### config.mk
export PLATFORM = sky130hd
export DESIGN_NAME = bch_serial_decoder
export DESIGN_NICKNAME = d
export VERILOG_FILES = /design/src/rtl/bch_dec_pkg.sv /design/src/rtl/bch_syn_div.sv /design/src/rtl/bch_chien_search.sv /design/src/rtl/bch_word_store.sv /design/src/rtl/bch_serial_decoder.sv
export SDC_FILE = /design/constraint.sdc
export NUM_CORES = 1
export LEC_CHECK = 0
export ABC_AREA = 1
export BUFFER_PORTS_ARGS = -buffer_cell sky130_fd_sc_hd__buf_2
export CAP_MARGIN = 15
export CORE_ASPECT_RATIO = 1.2
export CORE_MARGIN = 1
export CORE_UTILIZATION = 60
export CTS_BUF_LIST = sky130_fd_sc_hd__clkbuf_4
export CTS_CLUSTER_SIZE = 16
export DETAILED_ROUTE_END_ITERATION = 12
export PLACE_DENSITY = 0.92
export SLEW_MARGIN = 20
export SYNTH_ARGS = -nofsm -noshare
export SYNTH_HDL_FRONTEND = slang
export SYNTH_SLANG_ARGS = --single-unit
### constraint.sdc
create_clock -name clk -period 3.8 [get_ports clk]
set_input_delay 0.76 -clock clk [delete_from_list [all_inputs] [get_ports clk]]
set_output_delay 0.76 -clock clk [all_outputs]
set_load 0.1 [all_outputs]
### src/rtl/bch_dec_pkg.sv
package bch_dec_pkg;

   // How the locator register is primed at the end of a word.
   typedef enum logic {
      LOC_PRESTEP = 1'b0,   // load syndrome*alpha, look for the unit element
      LOC_DIRECT  = 1'b1    // load syndrome, look for alpha^(N-1)
   } loc_mode_e;

   localparam int unsigned GF_M_MIN = 3;
   localparam int unsigned GF_M_MAX = 15;

endpackage

### src/rtl/bch_syn_div.sv
module bch_syn_div #(
   parameter int unsigned M    = 3,
   parameter logic [M:0]  POLY = 4'b1011
) (
   input  logic         clk,
   input  logic         rst_n,
   input  logic         in_valid,
   input  logic         in_bit,
   input  logic         clear,
   output logic [M-1:0] rem
);

   logic [M-1:0] part;

   function automatic logic [M-1:0] mul_x(input logic [M-1:0] v);
      mul_x = {v[M-2:0], 1'b0} ^ (v[M-1] ? POLY[M-1:0] : '0);
   endfunction

   // remainder including the bit presented this cycle
   assign rem = mul_x(part) ^ {{(M-1){1'b0}}, in_bit};

   always_ff @(posedge clk or negedge rst_n) begin
      if (!rst_n) begin
         part <= '0;
      end else if (in_valid) begin
         part <= clear ? '0 : rem;
      end
   end

endmodule

### src/rtl/bch_chien_search.sv
module bch_chien_search
   import bch_dec_pkg::*;
#(
   parameter int unsigned M    = 3,
   parameter logic [M:0]  POLY = 4'b1011,
   parameter loc_mode_e   MODE = LOC_PRESTEP
) (
   input  logic         clk,
   input  logic         rst_n,
   input  logic         load,
   input  logic [M-1:0] syn_in,
   input  logic         step,
   input  logic         done,
   output logic         ptr
);

   localparam int unsigned N      = (1 << M) - 1;
   localparam logic [M-1:0] GF_ONE = M'(1);

   function automatic logic [M-1:0] mul_x(input logic [M-1:0] v);
      mul_x = {v[M-2:0], 1'b0} ^ (v[M-1] ? POLY[M-1:0] : '0);
   endfunction

   function automatic logic [M-1:0] pow_alpha(input int unsigned e);
      logic [M-1:0] r;
      r = GF_ONE;
      for (int unsigned i = 0; i < e; i++) r = mul_x(r);
      return r;
   endfunction

   logic [M-1:0] load_val;
   logic [M-1:0] target;
   logic [M-1:0] loc;
   logic         hit;

   generate
      if (MODE == LOC_PRESTEP) begin : g_prestep
         assign load_val = mul_x(syn_in);
         assign target   = GF_ONE;
      end else begin : g_direct
         localparam logic [M-1:0] LAST_POW = pow_alpha(N - 1);
         assign load_val = syn_in;
         assign target   = LAST_POW;
      end
   endgenerate

   always_ff @(posedge clk or negedge rst_n) begin
      if (!rst_n) begin
         loc <= '0;
      end else if (load) begin
         loc <= load_val;
      end else if (step) begin
         loc <= mul_x(loc);
      end
   end

   // zero-pattern detector: NOR over the difference from the target
   assign hit = ~|(loc ^ target);
   assign ptr = step & hit;

   // per-word bookkeeping used only by the assertions below
   logic fired;
   logic nz;
   always_ff @(posedge clk or negedge rst_n) begin
      if (!rst_n) begin
         fired <= 1'b0;
         nz    <= 1'b0;
      end else if (load) begin
         fired <= 1'b0;
         nz    <= |syn_in;
      end else if (ptr) begin
         fired <= 1'b1;
      end
   end

   // the pointer fires at most once per word
   a_r5_single_flip: assert property (@(posedge clk) disable iff (!rst_n)
      ptr |-> !fired);

   // a nonzero syndrome always names a position inside the word
   a_r3_error_located: assert property (@(posedge clk) disable iff (!rst_n)
      (done && nz) |-> (fired || ptr));

endmodule

### src/rtl/bch_word_store.sv
module bch_word_store #(
   parameter int unsigned N = 7,
   parameter int unsigned K = 4
) (
   input  logic         clk,
   input  logic         rst_n,
   input  logic         in_valid,
   input  logic         in_bit,
   input  logic         flip,
   output logic         load,
   output logic         out_valid,
   output logic         out_bit,
   output logic         last_step,
   output logic         msg_valid,
   output logic [K-1:0] msg
);

   localparam int unsigned   CW       = $clog2(N);
   localparam logic [CW-1:0] CNT_LAST = CW'(N - 1);
   localparam logic [CW-1:0] CNT_DATA = CW'(K);

   logic [N-2:0]  cap_buf;
   logic [CW-1:0] cap_cnt;
   logic [N-1:0]  rd_word;
   logic [CW-1:0] rd_cnt;
   logic          rd_act;
   logic [K-1:0]  data_sr;

   assign load      = in_valid && (cap_cnt == CNT_LAST);
   assign last_step = rd_act && (rd_cnt == CNT_LAST);
   assign out_valid = rd_act;
   assign out_bit   = rd_word[N-1] ^ (flip & rd_act);
   assign msg       = data_sr;

   // capture side
   always_ff @(posedge clk or negedge rst_n) begin
      if (!rst_n) begin
         cap_buf <= '0;
         cap_cnt <= '0;
      end else if (in_valid) begin
         cap_buf <= {cap_buf[N-3:0], in_bit};
         cap_cnt <= load ? '0 : cap_cnt + 1'b1;
      end
   end

   // readout side
   always_ff @(posedge clk or negedge rst_n) begin
      if (!rst_n) begin
         rd_word <= '0;
         rd_cnt  <= '0;
         rd_act  <= 1'b0;
      end else if (load) begin
         rd_word <= {cap_buf, in_bit};
         rd_cnt  <= '0;
         rd_act  <= 1'b1;
      end else if (rd_act) begin
         rd_word <= {rd_word[N-2:0], 1'b0};
         rd_cnt  <= rd_cnt + 1'b1;
         if (rd_cnt == CNT_LAST) rd_act <= 1'b0;
      end
   end

   // data collection and completion pulse
   always_ff @(posedge clk or negedge rst_n) begin
      if (!rst_n) begin
         data_sr   <= '0;
         msg_valid <= 1'b0;
      end else begin
         if (rd_act && (rd_cnt < CNT_DATA)) data_sr <= {data_sr[K-2:0], out_bit};
         msg_valid <= last_step;
      end
   end

   // completion is a single-cycle pulse
   a_r6_pulse_width: assert property (@(posedge clk) disable iff (!rst_n)
      msg_valid |=> !msg_valid);

   // the readout run ends exactly where the pulse starts
   a_r4_run_then_pulse: assert property (@(posedge clk) disable iff (!rst_n)
      $fell(rd_act) |-> msg_valid);

   // a new word only lands as the previous readout finishes
   a_r8_no_overrun: assert property (@(posedge clk) disable iff (!rst_n)
      (load && rd_act) |-> last_step);

endmodule

### src/rtl/bch_serial_decoder.sv
module bch_serial_decoder
   import bch_dec_pkg::*;
#(
   parameter int unsigned M    = 3,
   parameter logic [M:0]  POLY = 4'b1011,
   parameter loc_mode_e   MODE = LOC_PRESTEP,
   localparam int unsigned N   = (1 << M) - 1,
   localparam int unsigned K   = N - M
) (
   input  logic         clk,
   input  logic         rst_n,
   input  logic         in_valid,
   input  logic         in_bit,
   output logic         out_valid,
   output logic         out_bit,
   output logic         msg_valid,
   output logic [K-1:0] msg,
   output logic         err_flag
);

   generate
      if (M < GF_M_MIN || M > GF_M_MAX) begin : g_bad_m
         $error("field degree out of supported range");
      end
      if (!POLY[M] || !POLY[0]) begin : g_bad_poly
         $error("generator must have degree M and a nonzero constant term");
      end
   endgenerate

   logic         load;
   logic         last_step;
   logic         flip;
   logic [M-1:0] rem;
   logic         rd_err;

   bch_syn_div #(.M(M), .POLY(POLY)) u_div (
      .clk      (clk),
      .rst_n    (rst_n),
      .in_valid (in_valid),
      .in_bit   (in_bit),
      .clear    (load),
      .rem      (rem)
   );

   bch_word_store #(.N(N), .K(K)) u_store (
      .clk       (clk),
      .rst_n     (rst_n),
      .in_valid  (in_valid),
      .in_bit    (in_bit),
      .flip      (flip),
      .load      (load),
      .out_valid (out_valid),
      .out_bit   (out_bit),
      .last_step (last_step),
      .msg_valid (msg_valid),
      .msg       (msg)
   );

   bch_chien_search #(.M(M), .POLY(POLY), .MODE(MODE)) u_loc (
      .clk    (clk),
      .rst_n  (rst_n),
      .load   (load),
      .syn_in (rem),
      .step   (out_valid),
      .done   (last_step),
      .ptr    (flip)
   );

   always_ff @(posedge clk or negedge rst_n) begin
      if (!rst_n) begin
         rd_err   <= 1'b0;
         err_flag <= 1'b0;
      end else begin
         if (load)      rd_err   <= |rem;
         if (last_step) err_flag <= rd_err;
      end
   end

   // a clean word is never altered
   a_r2_clean_untouched: assert property (@(posedge clk) disable iff (!rst_n)
      (out_valid && !rd_err) |-> !flip);

   // output never starts without an accepted input bit
   a_r1_no_spurious_output: assert property (@(posedge clk) disable iff (!rst_n)
      (!in_valid && !out_valid) |=> !out_valid);

endmodule

==> metrics.md, run 1 <==
| Metric | Value |
|---|---|
| Crit-path slowest cell | `dfrtp_1` |
| Initial Utilization | `0.6342` |
| Worst path bufs/invs | `2` |
| Via count | `1168` |
| DRC errors left | `0` |
| Prevailing post-synth register cell | `dfrtp_1` |
| Hold crit path type | `input pin to asynchronous set/reset pin` |
| Routed WL | `2820 um` |
| Num CTS Buffers | `5` |
| Die X | `just under 50 um` |
| Cts repair resizes | `0` |
| Hold Buf Count CTS | `0` |
| Clk_lat worst skew | `0.34 ns` |
| Min Tclk post-route | `2.741 ns` |
| Core Footprint | `~2500 um^2` |
| Crit path arrival time | `1.98 ns` |
| P&R area growth vs syn | `5.620%` |
| Row Count | `20` |
| CP Launch Type | `flip-flop` |
| GPL Wtd Cong | `between 0.8 and 0.9` |
| Largest cells by area after synthesis | `dfrtp_1 52%, nand2_1 11%, inv_1 4.7%` |
| Initial antenna violation count | `0` |
| Max Freq | `364.8 MHz` |
| Crit-path cells | `inv_2 > nor2_4 > nand3_1 > nand2_1 > buf_2` |
| 1st-pass router iterations | `4` |
| Post-synth EDFFs | `0` |
| Post-DRT Antenna Nets | `0` |
| Post-synth top area share | `0.5152` |
| Vias/cell | `5.261` |
| Finished Core Util | `0.6698` |
| Number of nets in the layout | `196` |
| Dpl hpwl | `between 2000 and 2500 um` |
| Die area | `2883 um^2` |
| Fin crit share | `0.7213` |
| Vias in the first global route | `1164` |
| Vert. Die Dim | `58.62 um` |
| Syn nets | `roughly 180` |
| Worst VDD drop | `approximately 470 uV` |
| Worst path required time | `approximately 3 ns` |
| Overflow left after global routing | `0` |
| GRT Total Usage | `0.2282` |
| IO Pins | `12` |
| Yosys reg bits | `33` |
| Number of distinct library cells after synthesis | `29` |
| Crit Path Class | `flip-flop to primary output` |
| Final hold vios | `0` |
| Initial DRC count | `34` |
| Cell family with most CP delay | `buffers and inverters` |
| Warning count from the yosys run | `0` |
| Clk sinks | `33` |
| Final Setup Violations | `0` |
| Wire per inst | `12.70 um` |
| Max-slew headroom | `0.5209` |
| CTS tree | `done` |
| Global-route wire length before repair | `just under 5000 um` |
| Slew Viols, Final | `0` |
| Worst Skew | `0.01175 ns` |
| Run status | `completed` |
| Synth area leader | `dfrtp_1` |
| Avg Cell Area, Syn | `9.107 um^2` |
| Unrepaired setup endpoints after global routing | `false` |
| Synth async-reset ratio | `1.000` |
| Worst R2R Path Depth | `7` |
| I/O Buffers | `11` |
| Clock buffer depth | `2` |
| Post-CTS setup buffers | `0` |
| Register area share after synthesis | `0.5152` |
| LEAKAGE | `around 0.0009 uW` |
| Post-route setup TNS | `0 ns` |
| Crit end category | `primary output` |
| Pin count of the biggest net entering global routing | `34` |
| Mapped cell area | `between 1500 and 2000 um^2` |
| Min Hold Slack | `0.4645 ns` |
| Critical Path Stages | `5` |
| N_diodes | `0` |
| CP max stage delay | `between 0.6 and 0.7 ns` |
| Max-cap violation count | `0` |
| Crit-path max FO | `15` |
| Worst-Margin Slew | `0.7187 ns` |
| Share of cells above drive strength 1 | `0.2063` |
| Root buf cell | `clkbuf_4` |
| Power Dens Cells | `a little under 900 nW/um^2` |
| Cell count after synthesis | `176` |
| Clock-pin slew on the worst setup and hold paths | `0.09 ns` |
| Max H-tree Level | `2` |
## cell families (layout without fill, tap and decap cells)
family	count (synthesis)	after routing	synth area share
AO/OA/AOI/OAI	30	30	0.1171
flip-flops	33	33	0.5152
AND/OR/NAND/NOR	79	79	0.2358
buffers and inverters	29	42	0.09523
XOR/XNOR	1	1	0.005465
adder cells (fa/ha/maj)	4	4	0.03123
## cell type report
cell class                      count  area [um^2]
Clock buffer                        6        45.04
Clock inverter                      2        10.01
Multi-Input combinational cell    114        624.3
Tap cell                           33        41.29
Sequential cell                    33        825.8
Fill cell                         210        834.6
Inverter                           23        91.34
Timing Repair Buffer               11        55.05
## flip-flops by register name (all words and copies together), names as in the netlist
name / count
u_store.msg: 4
u_div.part: 3
u_store.rd_cnt: 3
u_store.msg_valid: 1
u_store.cap_buf: 6
u_loc.loc: 3
u_store.rd_word: 7
err_flag: 1
rd_err: 1
u_store.cap_cnt: 3
u_store.out_valid: 1
## placed cells by master, fill, tap and decap left out, drive strengths merged, types with 2 or more instances in the layout
master  Yosys  final
nand3      14     14
o22ai       2      2
o21ai      19     19
clkbuf      0      6
nor2       14     14
nand2      50     50
inv        23     23
buf         6     11
a21oi       7      7
dfrtp      33     33
clkinv      0      2
ha          4      4
## layer usage
metal | vias up | global-route usage | share of wire
met1 | 546 | 0.2393 | 0.42
met5 | - | 0 | 0
met2 | 31 | 0.4031 | 0.52
li1 | 584 | - | -
met3 | 7 | 0.06977 | 0.040
met4 | 0 | 0.1345 | 0.024
## Yosys cell counts (2+ instances only)
| cell type | instances |
|---|---|
| nor2_1 | 10 |
| o21ai_1 | 4 |
| dfrtp_1 | 33 |
| inv_1 | 20 |
| o21ai_0 | 13 |
| nand2_1 | 47 |
| nand2_4 | 2 |
| nand3_2 | 2 |
| nor2_4 | 2 |
| buf_6 | 3 |
| a21oi_1 | 4 |
| o21ai_2 | 2 |
| nand3_1 | 12 |
| inv_2 | 2 |
| ha_1 | 4 |
| a21oi_2 | 3 |
## path summary, 6_finish.rpt
path | start | endpoint | slack (ns)
min in group clk | err_flag$_DFFE_PN0P_ | err_flag$_DFFE_PN0P_ | 0.49
max reg2reg | u_store.cap_cnt[0]$_DFFE_PN0P_ | u_store.rd_cnt[0]$_DFFE_PN0P_ | 2.36
min reg2reg | err_flag$_DFFE_PN0P_ | err_flag$_DFFE_PN0P_ | 0.49
max | u_store.out_valid$_DFF_PN0_ | out_bit | 1.06
min | rst_n | u_store.out_valid$_DFF_PN0_ | 0.46
max in group asynchronous | rst_n | u_store.cap_buf[4]$_DFFE_PN0P_ | 2.87
## through the flow
stage	power [uW]	setup WS [ns]	std cells	cell area (um^2)
after global routing	1588	0.9194	222	1693
after CTS	1497	1.055	222	1693
after floorplan	1187	0.9652	176	1603
final	1487	1.059	222	1693
after detailed placement	1303	1.442	214	1638
after global placement	1258	1.544	214	1638
## power by group
part	internal, uW	switching (uW)
clock	77.5	117
combinational	179	523
sequential	483	107
No activity file was read; power rests on OpenSTA's default activity.
==> inputs of run 2 (changes only) <==
==> constraint.sdc (replaced) <==
create_clock -name clk -period 2.6 [get_ports clk]
set_input_delay 0.52 -clock clk [delete_from_list [all_inputs] [get_ports clk]]
set_output_delay 0.52 -clock clk [all_outputs]
set_load 0.1 [all_outputs]
==> metrics.md, run 2 (same netlist as run 1, synthesis figures left out) <==
| Metric | Value |
|---|---|
| Run status | `completed (unchanged)` |
| Worst path required time | `2.08 ns (was 3.04 ns)` |
| Worst Skew | `0.01281 ns (was 0.01175 ns)` |
| Register Area | `827.0 um^2 (was 825.8 um^2)` |
| GRT busiest layer | `met2 (unchanged)` |
| Max-slew headroom | `0.5282 (was 0.5209)` |
| Final hold vios | `0 (unchanged)` |
| Global-route wire length before repair | `4919 um (was 4850 um)` |
| GPL Wtd Cong | `0.8170 (was 0.8171)` |
| Max Freq | `426.7 MHz` |
| IO Pins | `12 (unchanged)` |
| LEAKAGE | `0.0008992 uW (was 0.0009004 uW)` |
| Vias in the first global route | `1175 (was 1164)` |
| CP max stage delay | `0.51 ns (was 0.61 ns)` |
| Worst slack, placed | `0.4812 ns (was 1.442 ns)` |
| Worst-Margin Slew | `0.7077 ns (was 0.7187 ns)` |
| Finished Core Util | `0.6703 (was 0.6698)` |
| Min Hold Slack | `0.2204 ns (was 0.4645 ns)` |
| Pin count of the biggest net entering global routing | `34 (unchanged)` |
| Initial Utilization | `0.6342 (unchanged)` |
| Wire per inst | `12.75 um (was 12.70 um)` |
| Post-route setup TNS | `0 ns (unchanged)` |
| Crit-path slowest cell | `dfrtp_2 (was dfrtp_1)` |
| P&R area growth vs syn | `5.698% (was 5.620%)` |
| Most frequent cells in the layout | `47 x nand2_1, 32 x dfrtp_1, 20 x inv_1, 13 x o21ai_0, 12 x nand3_1 (was 47 x nand2_1, 33 x dfrtp_1, 20 x inv_1, 13 x o21ai_0, 12 x nand3_1)` |
| Crit end category | `primary output (unchanged)` |
| CTS tree | `done (unchanged)` |
| Via count | `1165 (was 1168)` |
| Reg with most FFs | `u_store.rd_word (unchanged)` |
| Num CTS Buffers | `5 (unchanged)` |
| GRT Total Usage | `0.2321 (was 0.2282)` |
| Final Setup Violations | `0 (unchanged)` |
| Met2 Use GR | `0.4070 (was 0.4031)` |
| Row Count | `20 (unchanged)` |
| Hold crit path type | `input pin to asynchronous set/reset pin (unchanged)` |
| DRC errors left | `0 (unchanged)` |
| Number of nets in the layout | `196 (unchanged)` |
| Max H-tree Level | `2 (unchanged)` |
| Final Power | `2177 uW (was 1487 uW)` |
| I/O Buffers | `11 (unchanged)` |
| Share of cells above drive strength 1 | `0.2116 (was 0.2063)` |
| Clock-pin slew on the worst setup and hold paths | `0.10 ns (was 0.09 ns)` |
| Min Tclk post-route | `2.343 ns` |
| R2r startpoint | `u_store.cap_cnt[0]$_DFFE_PN0P_ (unchanged)` |
| Max-cap violation count | `0 (unchanged)` |
| Crit-path cells | `inv_2 > nor2_4 > nand3_1 > nand2_1 > buf_2 (unchanged)` |
| Vias/cell | `5.248 (was 5.261)` |
| Slew Viols, Final | `0 (unchanged)` |
| Met3 Usage GRT | `0.06977 (unchanged)` |
| Die X | `49.18 um (unchanged)` |
| Vert. Die Dim | `58.62 um (unchanged)` |
| Clock buffer depth | `2 (unchanged)` |
| Number of flip-flops under the largest register name | `7 (unchanged)` |
| Fin crit share | `0.9013` |
| Routed WL | `2831 um (was 2820 um)` |
| CP Launch Type | `flip-flop (unchanged)` |
| Hold Buf Count CTS | `0 (unchanged)` |
| Dpl hpwl | `2084 um (about the same)` |
| Crit Path Class | `flip-flop to primary output (unchanged)` |
| Initial antenna violation count | `0 (unchanged)` |
| Root buf cell | `clkbuf_4 (unchanged)` |
| N_diodes | `0 (unchanged)` |
| Initial DRC count | `32 (was 34)` |
| Clk_lat worst skew | `0.34 ns (about the same)` |
| Power Dens Cells | `1285 nW/um^2 (was 878.4 nW/um^2)` |
| Multi-input combinational cell area | `624.3 um^2 (unchanged)` |
| Final worst-path setup slack | `0.2566 ns (was 1.059 ns)` |
| Core Footprint | `2527 um^2 (unchanged)` |
| Unrepaired setup endpoints after global routing | `false (unchanged)` |
| Filler cell count in the final layout | `206 (was 210)` |
| Die area | `2883 um^2 (unchanged)` |
| Worst VDD drop | `688.9 uV (was 467.2 uV)` |
| GR Util met1 | `0.2462 (was 0.2393)` |
| Crit path from | `u_store.out_valid$_DFF_PN0_ (unchanged)` |
| Crit-path max FO | `15 (unchanged)` |
| Commonest non-fill, non-tap cell in the layout | `nand2_1 (unchanged)` |
| 1st-pass router iterations | `4 (unchanged)` |
| Crit path arrival time | `1.82 ns (was 1.98 ns)` |
| Clk sinks | `33 (unchanged)` |
| Overflow left after global routing | `0 (unchanged)` |
| Post-DRT Antenna Nets | `0 (unchanged)` |
-- run 2: changes by cell type in the layout (fill, tap and decap cells not counted) --
cell / delta
dfrtp_1: -1
dfrtp_2: +1
-- run 2: final cells by class --
class / instances / share of cell area
sequential: 33 / 0.4882
multi-input combinational: 114 / 0.3685
inverter: 23 / 0.05391
timing repair buffer: 11 / 0.03250
clock buffer: 6 / 0.02659
tap: 33 / 0.02437
clock inverter: 2 / 0.005908
-- run 2: worst max-delay path, delay by kind of cell, from the launching register on --
family / cells / cell delay [ns]
buffers and inverters: 2 / 0.62
DFF: 1 / 0.51
and+or+nand+nor: 3 / 0.35
-- run 2: report_power, final --
part / total (uW) / switching [uW] / internal, uW
combinational: 1030 / 765 / 262
sequential: 865 / 157 / 708
clock: 284 / 171 / 113
-- run 2: what timing repair did --
item | CTS | global route
setup endpoints to repair | 0 | 1
setup buffers | 0 | 0
gates resized for setup | 0 | 1
-- run 2: path summary, 6_finish.rpt --
path	endpoint	slack, ns	cells after the start
worst max-delay path	out_bit	0.26	5
worst min-delay path	u_store.rd_word[0]$_DFFE_PN0P_	0.22	1
worst max register to register	u_store.rd_cnt[0]$_DFFE_PN0P_	1.17	7
worst min register to register	err_flag$_DFFE_PN0P_	0.49	2
max in group asynchronous	u_store.out_valid$_DFF_PN0_	1.89	1
min in group clk	u_store.cap_buf[0]$_DFFE_PN0P_	0.45	3
-- run 2: metrics by stage --
stage	instances	instance area, um^2
floorplan	176	1603
global placement	214	1638
detailed placement	214	1638
CTS	222	1693
global route	222	1694
finish	222	1694
-- run 2: per-layer routing --
layer | wire length (um) | vias to the layer above
met4 | 69 | 0
li1 | - | 583
met1 | 1234 | 554
met3 | 84 | 7
met2 | 1442 | 21
met5 | 0 | -
==> inputs of run 3 (changes only) <==
--- a/config.mk
+++ b/config.mk
@@ -14,8 +14,9 @@
 export CTS_BUF_LIST = sky130_fd_sc_hd__clkbuf_4
 export CTS_CLUSTER_SIZE = 16
 export DETAILED_ROUTE_END_ITERATION = 12
+export GPL_ROUTABILITY_DRIVEN = 0
 export PLACE_DENSITY = 0.92
-export SLEW_MARGIN = 20
+export REMOVE_ABC_BUFFERS = 1
 export SYNTH_ARGS = -nofsm -noshare
 export SYNTH_HDL_FRONTEND = slang
 export SYNTH_SLANG_ARGS = --single-unit
==> metrics.md, run 3 (same netlist as run 1, synthesis figures left out) <==
| Metric | Value |
|---|---|
| Post-route setup TNS | `0 ns (unchanged)` |
| FF-to-FF setup slack | `1.19 ns (was 1.17 ns)` |
| Max-slew headroom | `0.5269 (was 0.5282)` |
| Unrepaired setup endpoints after global routing | `false (unchanged)` |
| Root buf cell | `clkbuf_4 (unchanged)` |
| Initial Utilization | `0.6342 (unchanged)` |
| Clock buffer depth | `2 (unchanged)` |
| P&R area growth vs syn | `6.011% (was 5.698%)` |
| Crit path arrival time | `1.82 ns (about the same)` |
| Vert. Die Dim | `58.62 um (unchanged)` |
| Max Freq | `427.4 MHz (was 426.7 MHz)` |
| Max H-tree Level | `2 (unchanged)` |
| Final Setup Violations | `0 (unchanged)` |
| Power Dens Cells | `1296 nW/um^2 (was 1285 nW/um^2)` |
| Core Footprint | `2527 um^2 (unchanged)` |
| Pin count of the biggest net entering global routing | `34 (unchanged)` |
| Clk sinks | `33 (unchanged)` |
| CP Launch Type | `flip-flop (unchanged)` |
| Crit-path cells | `inv_2 > nor2_4 > nand3_1 > nand2_1 > buf_2 (unchanged)` |
| Crit-path max FO | `15 (unchanged)` |
| Post-DRT Antenna Nets | `0 (unchanged)` |
| Crit end category | `primary output (unchanged)` |
| Run status | `completed (unchanged)` |
| 1st-pass router iterations | `3 (was 4)` |
| Worst path required time | `2.08 ns (about the same)` |
| Vias in the first global route | `1161 (was 1175)` |
| Final hold vios | `0 (unchanged)` |
| Hold crit path type | `input pin to asynchronous set/reset pin (unchanged)` |
| Finished Core Util | `0.6723 (was 0.6703)` |
| Worst VDD drop | `943.1 uV (was 688.9 uV)` |
| Via count | `1174 (was 1165)` |
| Initial DRC count | `19 (was 32)` |
| Worst slack, placed | `0.4798 ns (was 0.4812 ns)` |
| Filler cell count in the final layout | `209 (was 206)` |
| Most frequent cells in the layout | `47 x nand2_1, 32 x dfrtp_1, 20 x inv_1, 13 x o21ai_0, 12 x nand3_1 (unchanged)` |
| Commonest non-fill, non-tap cell in the layout | `nand2_1 (unchanged)` |
| Dpl cells | `214 (unchanged)` |
| Final worst-path setup slack | `0.2600 ns (was 0.2566 ns)` |
| Min Tclk post-route | `2.340 ns (was 2.343 ns)` |
| Global-route wire length before repair | `4995 um (was 4919 um)` |
| Number of flip-flops under the largest register name | `7 (unchanged)` |
| Crit-path slowest cell | `dfrtp_2 (unchanged)` |
| Clk_lat worst skew | `0.34 ns (about the same)` |
| Hold Buf Count CTS | `0 (unchanged)` |
| I/O Buffers | `11 (unchanged)` |
| Row Count | `20 (unchanged)` |
| Overflow left after global routing | `0 (unchanged)` |
| GRT Total Usage | `0.2417 (was 0.2321)` |
| Share of cells above drive strength 1 | `0.2116 (unchanged)` |
| Num CTS Buffers | `5 (unchanged)` |
| Wire per inst | `12.94 um (was 12.75 um)` |
| Worst-Margin Slew | `0.7096 ns (was 0.7077 ns)` |
| Die area | `2883 um^2 (unchanged)` |
| Fin crit share | `0.9000 (was 0.9013)` |
| Crit Path Class | `flip-flop to primary output (unchanged)` |
| Die X | `49.18 um (unchanged)` |
| Reg with most FFs | `u_store.rd_word (unchanged)` |
| Routed WL | `2873 um (was 2831 um)` |
| LEAKAGE | `0.0009006 uW (was 0.0008992 uW)` |
| Clock-pin slew on the worst setup and hold paths | `0.09 ns (was 0.10 ns)` |
| N_diodes | `0 (unchanged)` |
| Number of nets in the layout | `196 (unchanged)` |
| Slew Viols, Final | `0 (unchanged)` |
| Max-cap violation count | `0 (unchanged)` |
| DRC errors left | `0 (unchanged)` |
| Vias/cell | `5.288 (was 5.248)` |
| CP max stage delay | `0.53 ns (was 0.51 ns)` |
| Finished Layout Cells | `222 (unchanged)` |
| Design area | `1699 um^2 (was 1694 um^2)` |
| Dpl hpwl | `2050 um (was 2084 um)` |
| Worst Skew | `0.007553 ns (was 0.01281 ns)` |
| CTS tree | `done (unchanged)` |
| IO Pins | `12 (unchanged)` |
| Initial antenna violation count | `0 (unchanged)` |
| Placement Cell Area | `1638 um^2 (unchanged)` |
run 3: routing by layer:
metal  wire length (um)  share of wire  vias to the layer above  track usage
met2               1482           0.52                       18       0.4384
li1                   -              -                      581            -
met3                 93          0.032                        5      0.07752
met5                  0              0                        -            0
met4                 57          0.020                        0       0.1261
met1               1240           0.43                      570       0.2478
run 3: repair_timing:
item | 4_1_cts | 5_1_grt
gates resized for setup | 0 | 1
buffers inserted | 0 | 0
setup endpoints to repair | 0 | 1
run 3: power breakdown:
part	total, uW	internal (uW)	switching [uW]
registers	866	708	158
logic	1030	264	768
clock network	304	139	165
total	2200	1110	1090
run 3: worst max-delay path: cells and delay by family, from the launching register on:
| family | cells | cell delay [ns] |
|---|---|---|
| flip-flops | 1 | 0.53 |
| buffers and inverters | 2 | 0.62 |
| AND/OR/NAND/NOR | 3 | 0.33 |
run 3: stage by stage:
stage / total power, uW / hold slack (ns)
detailed placement: 1905 / 0.4695
finish: 2202 / 0.2206
floorplan: 1690 / 0.2244
CTS: 2213 / 0.2267
global placement: 1843 / 0.4555
global route: 2357 / 0.2738
run 3: area by class of cell:
cell class,count,area (um^2),share of cell area
sequential,33,827.0,0.4867
multi-input combinational,114,624.3,0.3675
inverter,23,91.34,0.05376
clock buffer,8,60.06,0.03535
timing repair buffer,11,55.05,0.03240
tap,33,41.29,0.02430
run 3: worst paths after layout:
check,from,to,depth (start not counted)
min,rst_n,u_store.msg[3]$_DFFE_PN0P_,1
min reg2reg,err_flag$_DFFE_PN0P_,err_flag$_DFFE_PN0P_,2
max in group asynchronous,rst_n,u_store.out_valid$_DFF_PN0_,1
max,u_store.out_valid$_DFF_PN0_,out_bit,5
min in group clk,in_bit,u_store.cap_buf[0]$_DFFE_PN0P_,3
max reg2reg,u_store.cap_cnt[0]$_DFFE_PN0P_,u_store.rd_cnt[0]$_DFFE_PN0P_,7
